`config.mk`:
```
export PLATFORM = sky130hd
export DESIGN_NAME = dmach_top
export DESIGN_NICKNAME = d
export VERILOG_FILES = /design/src/rtl/dmach_pkg.sv /design/src/rtl/dmach_ctrl_reg.sv /design/src/rtl/dmach_dreq_det.sv /design/src/rtl/dmach_counter.sv /design/src/rtl/dmach_req_fsm.sv /design/src/rtl/dmach_top.sv
export SDC_FILE = /design/constraint.sdc
export NUM_CORES = 1
export LEC_CHECK = 0
export BUFFER_PORTS_ARGS = -buffer_cell sky130_fd_sc_hd__buf_4
export CELL_PAD_IN_SITES_DETAIL_PLACEMENT = 0
export CELL_PAD_IN_SITES_GLOBAL_PLACEMENT = 2
export CORE_MARGIN = 4
export CORE_UTILIZATION = 32
export DETAILED_ROUTE_END_ITERATION = 6
export MAX_ROUTING_LAYER = met4
export PLACE_DENSITY = 0.77
export SYNTH_ARGS = -nofsm -noshare
export SYNTH_HDL_FRONTEND = slang
export SYNTH_SLANG_ARGS = --single-unit
export TNS_END_PERCENT = 20
```
`constraint.sdc`:
```
create_clock -name clk_i -period 2.4 [get_ports clk_i]
set_input_delay 0.12 -clock clk_i [delete_from_list [all_inputs] [get_ports clk_i]]
set_output_delay 0.12 -clock clk_i [all_outputs]
set_load 0.01 [all_outputs]
```
`src/rtl/dmach_pkg.sv`:
```
`timescale 1ns/1ps
package dmach_pkg;
  typedef enum logic [1:0] {
    SRC_EXT    = 2'b00,
    SRC_PERIPH = 2'b01,
    SRC_AUTO   = 2'b10,
    SRC_NONE   = 2'b11
  } src_e;

  typedef enum logic [1:0] {
    DET_LOW  = 2'b00,
    DET_FALL = 2'b01,
    DET_HIGH = 2'b10,
    DET_RISE = 2'b11
  } det_e;

  typedef struct packed {
    src_e src;
    det_e det;
    logic burst;
    logic ie;
    logic en;
  } ctrl_t;

  localparam int unsigned BIT_EN    = 0;
  localparam int unsigned BIT_IE    = 1;
  localparam int unsigned BIT_BURST = 2;
  localparam int unsigned BIT_DET   = 3;
  localparam int unsigned BIT_SRC   = 5;
  localparam int unsigned BIT_KEEP  = 7;
  localparam int unsigned CTRL_W    = 8;
endpackage

```
`src/rtl/dmach_ctrl_reg.sv`:
```
`timescale 1ns/1ps
module dmach_ctrl_reg import dmach_pkg::*; #(
  parameter int unsigned DATA_W     = 16,
  parameter int unsigned CNT_W      = 16,
  parameter int unsigned CHAN_ID    = 0,
  parameter int unsigned NUM_DET_CH = 4
) (
  input  logic              clk_i,
  input  logic              rst_ni,
  input  logic              wr_en_i,
  input  logic              wr_addr_i,
  input  logic [DATA_W-1:0] wr_data_i,
  output ctrl_t             ctrl_o,
  output logic              cnt_load_o,
  output logic [CNT_W-1:0]  cnt_val_o,
  output logic              te_clr_o
);
  localparam bit DET_OK = (CHAN_ID < NUM_DET_CH);

  logic ctrl_wr;
  logic en_q, ie_q, burst_q;
  src_e src_q;

  assign ctrl_wr    = wr_en_i && (wr_addr_i == 1'b0);
  assign cnt_load_o = wr_en_i && (wr_addr_i == 1'b1);
  assign cnt_val_o  = wr_data_i[CNT_W-1:0];
  assign te_clr_o   = ctrl_wr && !wr_data_i[BIT_KEEP];

  always_ff @(posedge clk_i or negedge rst_ni) begin
    if (!rst_ni) begin
      en_q    <= 1'b0;
      ie_q    <= 1'b0;
      burst_q <= 1'b0;
      src_q   <= SRC_EXT;
    end else if (ctrl_wr) begin
      en_q    <= wr_data_i[BIT_EN];
      ie_q    <= wr_data_i[BIT_IE];
      burst_q <= wr_data_i[BIT_BURST];
      src_q   <= src_e'(wr_data_i[BIT_SRC+:2]);
    end
  end

  // detection select exists only on low-numbered channels
  generate
    if (DET_OK) begin : g_det
      det_e det_q;
      always_ff @(posedge clk_i or negedge rst_ni) begin
        if (!rst_ni)      det_q <= DET_LOW;
        else if (ctrl_wr) det_q <= det_e'(wr_data_i[BIT_DET+:2]);
      end
      assign ctrl_o.det = det_q;
    end else begin : g_fixed
      assign ctrl_o.det = DET_LOW;
    end
  endgenerate

  assign ctrl_o.src   = src_q;
  assign ctrl_o.burst = burst_q;
  assign ctrl_o.ie    = ie_q;
  assign ctrl_o.en    = en_q;
endmodule

```
`src/rtl/dmach_dreq_det.sv`:
```
`timescale 1ns/1ps
module dmach_dreq_det import dmach_pkg::*; (
  input  logic clk_i,
  input  logic rst_ni,
  input  logic dreq_i,
  input  det_e mode_i,
  input  logic en_i,
  input  logic ack_i,
  output logic req_o
);
  logic sync1_q, sync2_q, prev_q, pend_q;
  logic edge_hit;

  always_ff @(posedge clk_i or negedge rst_ni) begin
    if (!rst_ni) begin
      sync1_q <= 1'b0;
      sync2_q <= 1'b0;
      prev_q  <= 1'b0;
    end else begin
      sync1_q <= dreq_i;
      sync2_q <= sync1_q;
      prev_q  <= sync2_q;
    end
  end

  always_comb begin
    unique case (mode_i)
      DET_FALL: edge_hit = prev_q && !sync2_q;
      DET_RISE: edge_hit = !prev_q && sync2_q;
      default:  edge_hit = 1'b0;
    endcase
  end

  // new edge wins over the acknowledge of the previous one
  always_ff @(posedge clk_i or negedge rst_ni) begin
    if (!rst_ni)       pend_q <= 1'b0;
    else if (!en_i)    pend_q <= 1'b0;
    else if (edge_hit) pend_q <= 1'b1;
    else if (ack_i)    pend_q <= 1'b0;
  end

  always_comb begin
    unique case (mode_i)
      DET_LOW:  req_o = en_i && !sync2_q;
      DET_HIGH: req_o = en_i && sync2_q;
      default:  req_o = en_i && pend_q;
    endcase
  end


  pend_hold_chk: assert property (@(posedge clk_i) disable iff (!rst_ni)
    pend_q && !ack_i && en_i |=> pend_q);
endmodule

```
`src/rtl/dmach_counter.sv`:
```
`timescale 1ns/1ps
module dmach_counter #(
  parameter int unsigned CNT_W = 16
) (
  input  logic             clk_i,
  input  logic             rst_ni,
  input  logic             load_i,
  input  logic [CNT_W-1:0] load_val_i,
  input  logic             fire_i,
  input  logic             te_clr_i,
  output logic [CNT_W-1:0] cnt_o,
  output logic             te_o
);
  localparam logic [CNT_W-1:0] ONE = CNT_W'(1);

  logic [CNT_W-1:0] cnt_q;
  logic             te_q;
  logic             nz, last;

  assign nz   = (cnt_q != '0);
  assign last = (cnt_q == ONE);

  always_ff @(posedge clk_i or negedge rst_ni) begin
    if (!rst_ni)           cnt_q <= '0;
    else if (load_i)       cnt_q <= load_val_i;
    else if (fire_i && nz) cnt_q <= cnt_q - ONE;
  end

  always_ff @(posedge clk_i or negedge rst_ni) begin
    if (!rst_ni)                      te_q <= 1'b0;
    else if (fire_i && last && !load_i) te_q <= 1'b1;
    else if (te_clr_i)                te_q <= 1'b0;
  end

  assign cnt_o = cnt_q;
  assign te_o  = te_q;


  cnt_stable_chk: assert property (@(posedge clk_i) disable iff (!rst_ni)
    !load_i && !fire_i |=> $stable(cnt_q));

  te_hold_chk: assert property (@(posedge clk_i) disable iff (!rst_ni)
    te_q && !te_clr_i |=> te_q);

  te_set_chk: assert property (@(posedge clk_i) disable iff (!rst_ni)
    $rose(te_q) |-> $past(fire_i) && (cnt_q == '0));
endmodule

```
`src/rtl/dmach_req_fsm.sv`:
```
`timescale 1ns/1ps
module dmach_req_fsm import dmach_pkg::*; #(
  parameter int unsigned CNT_W = 16
) (
  input  logic             clk_i,
  input  logic             rst_ni,
  input  ctrl_t            ctrl_i,
  input  logic [CNT_W-1:0] cnt_i,
  input  logic             ext_req_i,
  input  logic             periph_req_i,
  input  logic             bus_ack_i,
  output logic             bus_req_o,
  output logic             fire_o
);
  typedef enum logic {ST_IDLE, ST_REQ} st_e;

  st_e  st_q, st_d;
  logic want, eff_burst, active, last_unit;

  always_comb begin
    unique case (ctrl_i.src)
      SRC_EXT:    want = ext_req_i;
      SRC_PERIPH: want = periph_req_i;
      SRC_AUTO:   want = 1'b1;
      default:    want = 1'b0;
    endcase
  end

  assign eff_burst = ctrl_i.burst && (ctrl_i.src != SRC_PERIPH);
  assign active    = ctrl_i.en && (cnt_i != '0);
  assign last_unit = (cnt_i == CNT_W'(1));
  assign bus_req_o = (st_q == ST_REQ);
  assign fire_o    = bus_req_o && bus_ack_i;

  always_comb begin
    st_d = st_q;
    unique case (st_q)
      ST_IDLE: if (active && want) st_d = ST_REQ;
      ST_REQ: begin
        if (!active) st_d = ST_IDLE;
        else if (fire_o && (!eff_burst || last_unit)) st_d = ST_IDLE;
      end
      default: st_d = ST_IDLE;
    endcase
  end

  always_ff @(posedge clk_i or negedge rst_ni) begin
    if (!rst_ni) st_q <= ST_IDLE;
    else         st_q <= st_d;
  end


  cs_release_chk: assert property (@(posedge clk_i) disable iff (!rst_ni)
    fire_o && !eff_burst |=> !bus_req_o);

  burst_hold_chk: assert property (@(posedge clk_i) disable iff (!rst_ni)
    bus_req_o && eff_burst && active && !(fire_o && last_unit) |=> bus_req_o);

  periph_cs_chk: assert property (@(posedge clk_i) disable iff (!rst_ni)
    fire_o && (ctrl_i.src == SRC_PERIPH) |=> !bus_req_o);

  no_idle_req_chk: assert property (@(posedge clk_i) disable iff (!rst_ni)
    !ctrl_i.en |=> !$rose(bus_req_o));
endmodule

```
`src/rtl/dmach_top.sv`:
```
`timescale 1ns/1ps
module dmach_top import dmach_pkg::*; #(
  parameter int unsigned DATA_W     = 16,
  parameter int unsigned CNT_W      = 16,
  parameter int unsigned CHAN_ID    = 0,
  parameter int unsigned NUM_DET_CH = 4
) (
  input  logic              clk_i,
  input  logic              rst_ni,
  input  logic              wr_en_i,
  input  logic              wr_addr_i,
  input  logic [DATA_W-1:0] wr_data_i,
  input  logic              dreq_i,
  input  logic              periph_req_i,
  output logic              bus_req_o,
  input  logic              bus_ack_i,
  output logic [CNT_W-1:0]  cnt_o,
  output logic              te_o,
  output logic              irq_o
);
  ctrl_t            ctrl;
  logic             cnt_load, te_clr, fire, ext_req, det_en;
  logic [CNT_W-1:0] cnt_val;

  dmach_ctrl_reg #(
    .DATA_W(DATA_W), .CNT_W(CNT_W), .CHAN_ID(CHAN_ID), .NUM_DET_CH(NUM_DET_CH)
  ) u_reg (
    .clk_i, .rst_ni, .wr_en_i, .wr_addr_i, .wr_data_i,
    .ctrl_o(ctrl), .cnt_load_o(cnt_load), .cnt_val_o(cnt_val), .te_clr_o(te_clr)
  );

  assign det_en = ctrl.en && (ctrl.src == SRC_EXT);

  dmach_dreq_det u_det (
    .clk_i, .rst_ni, .dreq_i, .mode_i(ctrl.det), .en_i(det_en),
    .ack_i(fire), .req_o(ext_req)
  );

  dmach_req_fsm #(.CNT_W(CNT_W)) u_fsm (
    .clk_i, .rst_ni, .ctrl_i(ctrl), .cnt_i(cnt_o), .ext_req_i(ext_req),
    .periph_req_i, .bus_ack_i, .bus_req_o, .fire_o(fire)
  );

  dmach_counter #(.CNT_W(CNT_W)) u_cnt (
    .clk_i, .rst_ni, .load_i(cnt_load), .load_val_i(cnt_val), .fire_i(fire),
    .te_clr_i(te_clr), .cnt_o, .te_o
  );

  assign irq_o = te_o && ctrl.ie;


  irq_drop_chk: assert property (@(posedge clk_i) disable iff (!rst_ni)
    $fell(te_o) |-> !irq_o);
endmodule

```
==> results by group, run 1 <==
Synthesis
  – Predominant post-synthesis flop cell: dfrtp_1
  – Largest family of logic cells by synthesized area: simple AND/OR/NAND/NOR gates
  – Post-synthesis mux area share: 6.69%
  – Yosys warnings: 0
  – Syn nets: 191
  – Ranking of synthesized cells by area: dfrtp_1 44%, mux2_2 4.8%, nor2_1 3.6%, a21oi_1 2.7%, or3_1 2.7%
  – Simple-Gate Fraction of Synth Area: 28.0%
  – Average size of a mapped cell: 9.92 µm²
  – Yosys cell types: 46
  – Post-synth EDFFs: 0
  – Async set or reset register ratio after synthesis: 100%
  – Post-synthesis cell area: about 0.0016 mm²
  – Post-Synth Adder-Cell Area: ~1.5%
  – Cells after Synth: 166
  – Yosys reg bits: 29
  – Synth Area in XOR/XNOR: 0.532%
  – Synth top area share: between 40% and 50%
  – Post-synthesis compound-gate area fraction: between 15 and 20%
  – Post-synthesis sequential area ratio: 44.1%
  – Cell taking the most area after synthesis: dfrtp_1

STA
  – Setup violations, final: 0
  – Setup Skew: 0.00588 ns
  – Fin. Hold Viols: 0
  – Max_slew headroom: between 50% and 60%
  – Setup total negative slack: 0 ns
  – Worst Tran Pin Value: roughly 0.64 ns
  – Max Clk Rate: 462 MHz
  – RSZ-0062 raised after global routing: no
  – Final Cycle Share: around 90%
  – Shortest period the worst path allows: around 2.2 ns
  – Max-slew violations: 0
  – Post-route setup slack: 0.235 ns

Detailed routing
  – Post-DR wirelength/cell: 16.4 µm
  – First DRT Iteration DRCs: 92
  – Vias/cell: 5.29
  – # DRC: 0
  – Remaining antenna violation count after routing: 0
  – Via count: between 1,500 and 2,000
  – Routed WL: 4730 µm
  – DRT Pass-1 Iters: 4

Cells and area
  – Diodes inserted: 0
  – Layout area overhead: 33.1%
  – Most frequent cells in the layout: 50 x buf_4, 29 x dfrtp_1, 16 x nor2_1, 9 x a21oi_1
  – Share of post-route cells with drive strength above 1: 31.7%
  – Multi-input logic area: 882 µm²
  – Non-Filler Instances: around 290
  – Most common cell after layout, fill and taps aside: buf_4
  – Post-layout net count: 245
  – Fillcell total: 491
  – Max reg flops: 16
  – Design area: 0.00219 mm²
  – Sequential Area: 726 µm²

Global routing
  – GRT met2 Usage: 25.6%
  – Initial antenna violation count: 0
  – GRT met3 Usage: 3.95%
  – Largest net degree at the start of global routing: 30
  – Global Route met1 Usage: 22.5%
  – Congestion Overflow GR: 0
  – Vias in the first global route: about 1,600
  – Overall Global Routing Usage: 16.8%
  – Global-route wire length before repair: 8020 µm
  – Gr busiest metal: met2

Die
  – Die Footprint: 0.00636 mm²
  – Row Count: 25
  – Initial Utilization: 34.0%
  – Die H: between 70 and 80 µm
  – Die width: 79.7 µm
  – # IOs: 42
  – Core footprint: 0.00485 mm²

Worst setup path
  – Buf/Inv on CP: 1
  – CP top delay family: simple AND/OR/NAND/NOR gates
  – Crit-path cells: inv_1, ha_1, or4b_1, nor4_4, mux2_1, a221o_1
  – Setup crit end kind: register
  – Worst path max stage delay: 0.53 ns
  – CP required: 2.57 ns
  – Startpoint types: register
  – Crit Path Class: reg -> reg
  – CP max FO: 6
  – Arr. time, crit path: 2.33 ns
  – Crit-path slowest cell: or4b_1

Clocking
  – CTS Buf Count: 5
  – Hold buffers post-CTS: 2
  – Post_cts resized: 0
  – Clk root buf: clkbuf_8
  – CTS tree: done
  – Post-CTS Setup Inserts: 0
  – Clk_lat worst skew: 0.28 ns
  – Maximum buffer depth of the clock tree: 2
  – H-tree depth: 2
  – Clock sinks: 29
  – CTS clk-pin slew, worst paths: 0.07 ns

Run status
  – Status: finished, final reports clean

Placement
  – Placed insts: around 280
  – Worst slack at placement: 0.243 ns
  – Gpl congestion: 0.867
  – Cell Area, Placed: 0.00209 mm²
  – HPWL after DPL: approximately 3600 µm
  – Port Buffers: 41

Run
  – Max cap viols: 0

Pwr
  – Peak supply drop: 0.271 mV
  – PD cells: ~680 mW/mm²
  – Pleak: around 0.94 nW

Worst hold path
  – Hold Path Class: in -> reg
==> per-stage QoR <==
| stage | hold WS (ns) | util [%] | power [mW] |
|---|---|---|---|
| floorplan | -0.176 | - | 0.872 |
| global placement | 0.0756 | 43.0 | 1.09 |
| CTS | 0.0307 | 45.2 | 1.52 |
| finish | 0.0401 | 45.2 | 1.49 |
| global route | 0.0445 | 45.2 | 1.60 |
| detailed placement | 0.0773 | 43.0 | 1.10 |
==> cell type report <==
cell class / instances / share of cell area (%)
Clock inverter: 3 / 0.799
Tap cell: 67 / 3.82
Multi-Input combinational cell: 127 / 40.2
Timing Repair Buffer: 52 / 18.0
Inverter: 5 / 0.856
Clock buffer: 5 / 3.14
Sequential cell: 29 / 33.1
==> logic make-up (layout without fill, tap and decap cells) <==
group / count (synthesis) / in the layout
flip-flops: 29 / 29
XOR/XNOR: 1 / 1
AO/OA/AOI/OAI: 41 / 41
buffers and inverters: 10 / 65
AND/OR/NAND/NOR: 73 / 73
multiplexers: 10 / 10
adder cells (fa/ha/maj): 2 / 2
==> power breakdown <==
part	switching [mW]	total (mW)	internal (mW)
Clock	0.200	0.400	0.200
Combinational	0.212	0.434	0.222
Sequential	0.100	0.661	0.561
Total	0.512	1.49	0.982
==> per-layer routing <==
metal / up-vias / part of all wire, %
met3: 5 / 4.6
met1: 736 / 49
met4: 0 / 1.1
met2: 36 / 46
met5: - / 0
li1: 747 / -
==> path summary, 6_finish.rpt <==
kind / depth (start not counted) / slack (ns) / to / startpoint
hold / removal: 3 / 0.04 / u_cnt.cnt_o[13] / wr_data_i[13]
max in group asynchronous: 2 / 1.79 / u_cnt.cnt_o[14] / rst_ni
hold reg to reg: 0 / 0.35 / u_det.sync2_q / u_det.sync1_q
setup / recovery: 6 / 0.23 / u_cnt.cnt_o[0] / u_cnt.cnt_o[1]
min in group asynchronous: 2 / 0.31 / u_reg.en_q / rst_ni
setup reg to reg: 6 / 0.23 / u_cnt.cnt_o[0] / u_cnt.cnt_o[1]
==> synth_stat cells, drive strengths merged (2+ instances only) <==
cell and instances:
nor2 16, nand2b 5, nor4 5, or4b 2, a21oi 9, nor3 5, o41ai 2, a31oi 5
mux2i 2, inv 5, o311a 2, and2 3, or4 6, nand3 5, o31ai 2, a21boi 2
or3 7, ha 2, nand2 7, and3 6, mux2 8, nand4 2, o21ai 9, clkbuf 4
a221o 2, dfrtp 29
==> tightest hold or removal path, cell delays in order <==
cell and delay, ns:
buf_4 0.07, nand2_1 0.03, o21ai_1 0.06
Note: power is estimated with default switching activity, not from simulation.
==> run 2, diff against run 1 <==
- BUFFER_PORTS_ARGS: -buffer_cell sky130_fd_sc_hd__buf_4 -> not set
- CORE_UTILIZATION: 32 -> 38
- CTS_CLUSTER_DIAMETER: not set -> 100
- DONT_BUFFER_PORTS: not set -> 1
- PLACE_DENSITY: 0.77 -> 0.76
==> run 2 against run 1 <==
Flip-flop and latch count is the same. Final area shrank 6.2%. Critical path depth is the same. Global-route usage grew 2.1 points. Combinational power shrank 3%. Critical endpoint unchanged. Largest power group unchanged.
==> results by group, run 2 (synthesis gave the netlist of run 1 again) <==
Clocking
  – Clock sinks: 29 (unchanged)
  – Post_cts resized: 0 (unchanged)
  – CTS Buf Count: 5 (unchanged)
  – Clk_lat worst skew: 0.28 ns (about the same)
  – Clk root buf: clkbuf_8 (unchanged)
  – H-tree depth: 2 (unchanged)
  – Maximum buffer depth of the clock tree: 2 (unchanged)
  – CTS tree: done (unchanged)
  – CTS clk-pin slew, worst paths: 0.06 ns (was 0.07 ns)

STA
  – RSZ-0062 raised after global routing: no (unchanged)
  – Post-route setup slack: 0.231 ns (was 0.235 ns)
  – Fin. Hold Viols: 0 (unchanged)
  – Shortest period the worst path allows: 2.17 ns (about the same)
  – Final hold slack: 0.00731 ns (was 0.0401 ns)
  – Max_slew headroom: 50.8% (was 57.0%)
  – Setup Skew: 0.00747 ns (was 0.00588 ns)
  – Max Clk Rate: 461 MHz (was 462 MHz)
  – Final Cycle Share: 90.4% (was 90.2%)
  – Worst Tran Pin Value: 0.738 ns (was 0.644 ns)
  – Max-slew violations: 0 (unchanged)
  – Setup violations, final: 0 (unchanged)
  – Setup total negative slack: 0 ns (unchanged)

Placement
  – HPWL after DPL: 3330 µm (was 3610 µm)
  – Gpl congestion: 0.814 (was 0.867)
  – Placed insts: 227 (was 278)
  – Worst slack at placement: 0.232 ns (was 0.243 ns)
  – Port Buffers: 0 (was 41)

Global routing
  – Overall Global Routing Usage: 18.9% (was 16.8%)
  – Congestion Overflow GR: 0 (unchanged)
  – Initial antenna violation count: 0 (unchanged)
  – Global-route wire length before repair: 7580 µm (was 8020 µm)
  – Vias in the first global route: 1,465 (was 1,567)
  – Largest net degree at the start of global routing: 30 (unchanged)

Detailed routing
  – Routed length on met1: 2070 µm (was 2300 µm)
  – Via count: 1,459 (was 1,524)
  – Highest routing layer actually used: met4 (unchanged)
  – Routed WL: 4500 µm (was 4730 µm)
  – Met3 WL: 322 µm (was 218 µm)
  – First DRT Iteration DRCs: 70 (was 92)
  – Post-DR wirelength/cell: 18.0 µm (was 16.4 µm)
  – Met2 Wirelength: 2040 µm (was 2170 µm)
  – # DRC: 0 (unchanged)
  – Remaining antenna violation count after routing: 0 (unchanged)
  – DRT Pass-1 Iters: 4 (unchanged)
  – Vias/cell: 5.84 (was 5.29)

Cells and area
  – Post-layout net count: 224 (was 245)
  – Non-Filler Instances: 250 (was 288)
  – Sequential Area: 726 µm² (unchanged)
  – Share of post-route cells with drive strength above 1: 18.5% (was 31.7%)
  – Diodes inserted: 0 (unchanged)
  – Most frequent cells in the layout: 29 x dfrtp_1, 16 x nor2_1, 16 x buf_4, 14 x dlygate4sd3_1, 9 x a21oi_1 (was 50 x buf_4, 29 x dfrtp_1, 16 x nor2_1, 9 x a21oi_1)
  – Layout area overhead: 24.8% (was 33.1%)
  – Most common cell after layout, fill and taps aside: dfrtp_1 (was buf_4)
  – Fillcell total: 367 (was 491)
  – Max reg flops: 16 (unchanged)
  – Final Util: 50.3% (was 45.2%)
  – Multi-input logic area: 882 µm² (unchanged)

Die
  – Die H: 73.8 µm (was 79.7 µm)
  – Die width: 73.8 µm (was 79.7 µm)
  – Die Footprint: 0.00545 mm² (was 0.00636 mm²)
  – # IOs: 42 (unchanged)
  – Row Count: 23 (was 25)
  – Initial Utilization: 40.3% (was 34.0%)
  – Core footprint: 0.00409 mm² (was 0.00485 mm²)

Worst setup path
  – CP max FO: 3 (was 6)
  – CP required: 2.56 ns (was 2.57 ns)
  – Reg2Reg Depth: 6 (unchanged)
  – Setup crit end kind: register (unchanged)
  – Startpoint types: register (unchanged)
  – Crit Path Class: reg -> reg (unchanged)
  – Arr. time, crit path: 2.33 ns (about the same)

Run status
  – Status: finished, final reports clean (unchanged)

Worst hold path
  – Hold Path Class: in -> reg (unchanged)
  – Hold-critical path depth: 2 (was 3)

Pwr
  – Pleak: 0.835 nW (was 0.941 nW)
  – PD cells: 707 mW/mm² (was 682 mW/mm²)
  – Peak supply drop: 0.326 mV (was 0.271 mV)

Run
  – Max cap viols: 0 (unchanged)
-- run 2: cell count changes in the layout (fill, tap and decap cells not counted) --
cell,change
buf_4,-34
buf_12,+1
dlygate4sd3_1,+12
-- run 2: where the power goes --
group	switching (mW)	leakage [nW]	internal, mW	total [mW]
sequential	0.0736	0.346	0.561	0.635
clock	0.201	0.0439	0.200	0.400
combinational	0.228	0.445	0.191	0.419
total	0.503	0.835	0.951	1.45
-- run 2: final cells by class --
| type | instances | area share, % |
|---|---|---|
| multi-input cells | 127 | 42.9 |
| flip-flops and latches | 29 | 35.3 |
| repair buffers | 31 | 13.6 |
| clock buffers | 5 | 3.35 |
| well taps | 50 | 3.04 |
| inverters | 5 | 0.913 |
| clock inverters | 3 | 0.852 |
-- run 2: critical path, stage by stage (launching register included) --
cell	delay (ns)
dfrtp_1	0.38
inv_1	0.08
ha_1	0.18
or4b_1	0.52
nor4_4	0.26
mux2_1	0.38
a221o_1	0.26
-- run 2: through the flow --
step | instance area, µm² | power, mW
after detailed placement | 1810 | 1.03
after global routing | 2060 | 1.56
after CTS | 2060 | 1.47
after global placement | 1810 | 1.02
final | 2060 | 1.45
after floorplan | 1650 | 0.872
-- run 2: repair_timing --
item                      CTS  global route
buffers inserted            0             0
hold buffers               15             0
hold endpoints to repair   46             0
-- run 2: final timing paths --
path / from / endpoint / slack (ns)
hold reg to reg: u_det.sync1_q / u_det.sync2_q / 0.36
hold / removal: wr_data_i[6] / u_cnt.cnt_o[6] / 0.007
setup / recovery: u_cnt.cnt_o[0] / u_cnt.cnt_o[0] / 0.23
setup reg to reg: u_cnt.cnt_o[0] / u_cnt.cnt_o[0] / 0.23
min in group asynchronous: rst_ni / u_cnt.cnt_o[2] / 0.28
max in group asynchronous: rst_ni / u_cnt.cnt_o[6] / 1.94
-- run 2: metal layers --
layer / vias to the layer above / global-route usage (%)
li1: 701 / -
met4: 0 / 7.04
met5: - / -
met1: 695 / 25.0
met3: 7 / 5.88
met2: 56 / 27.0
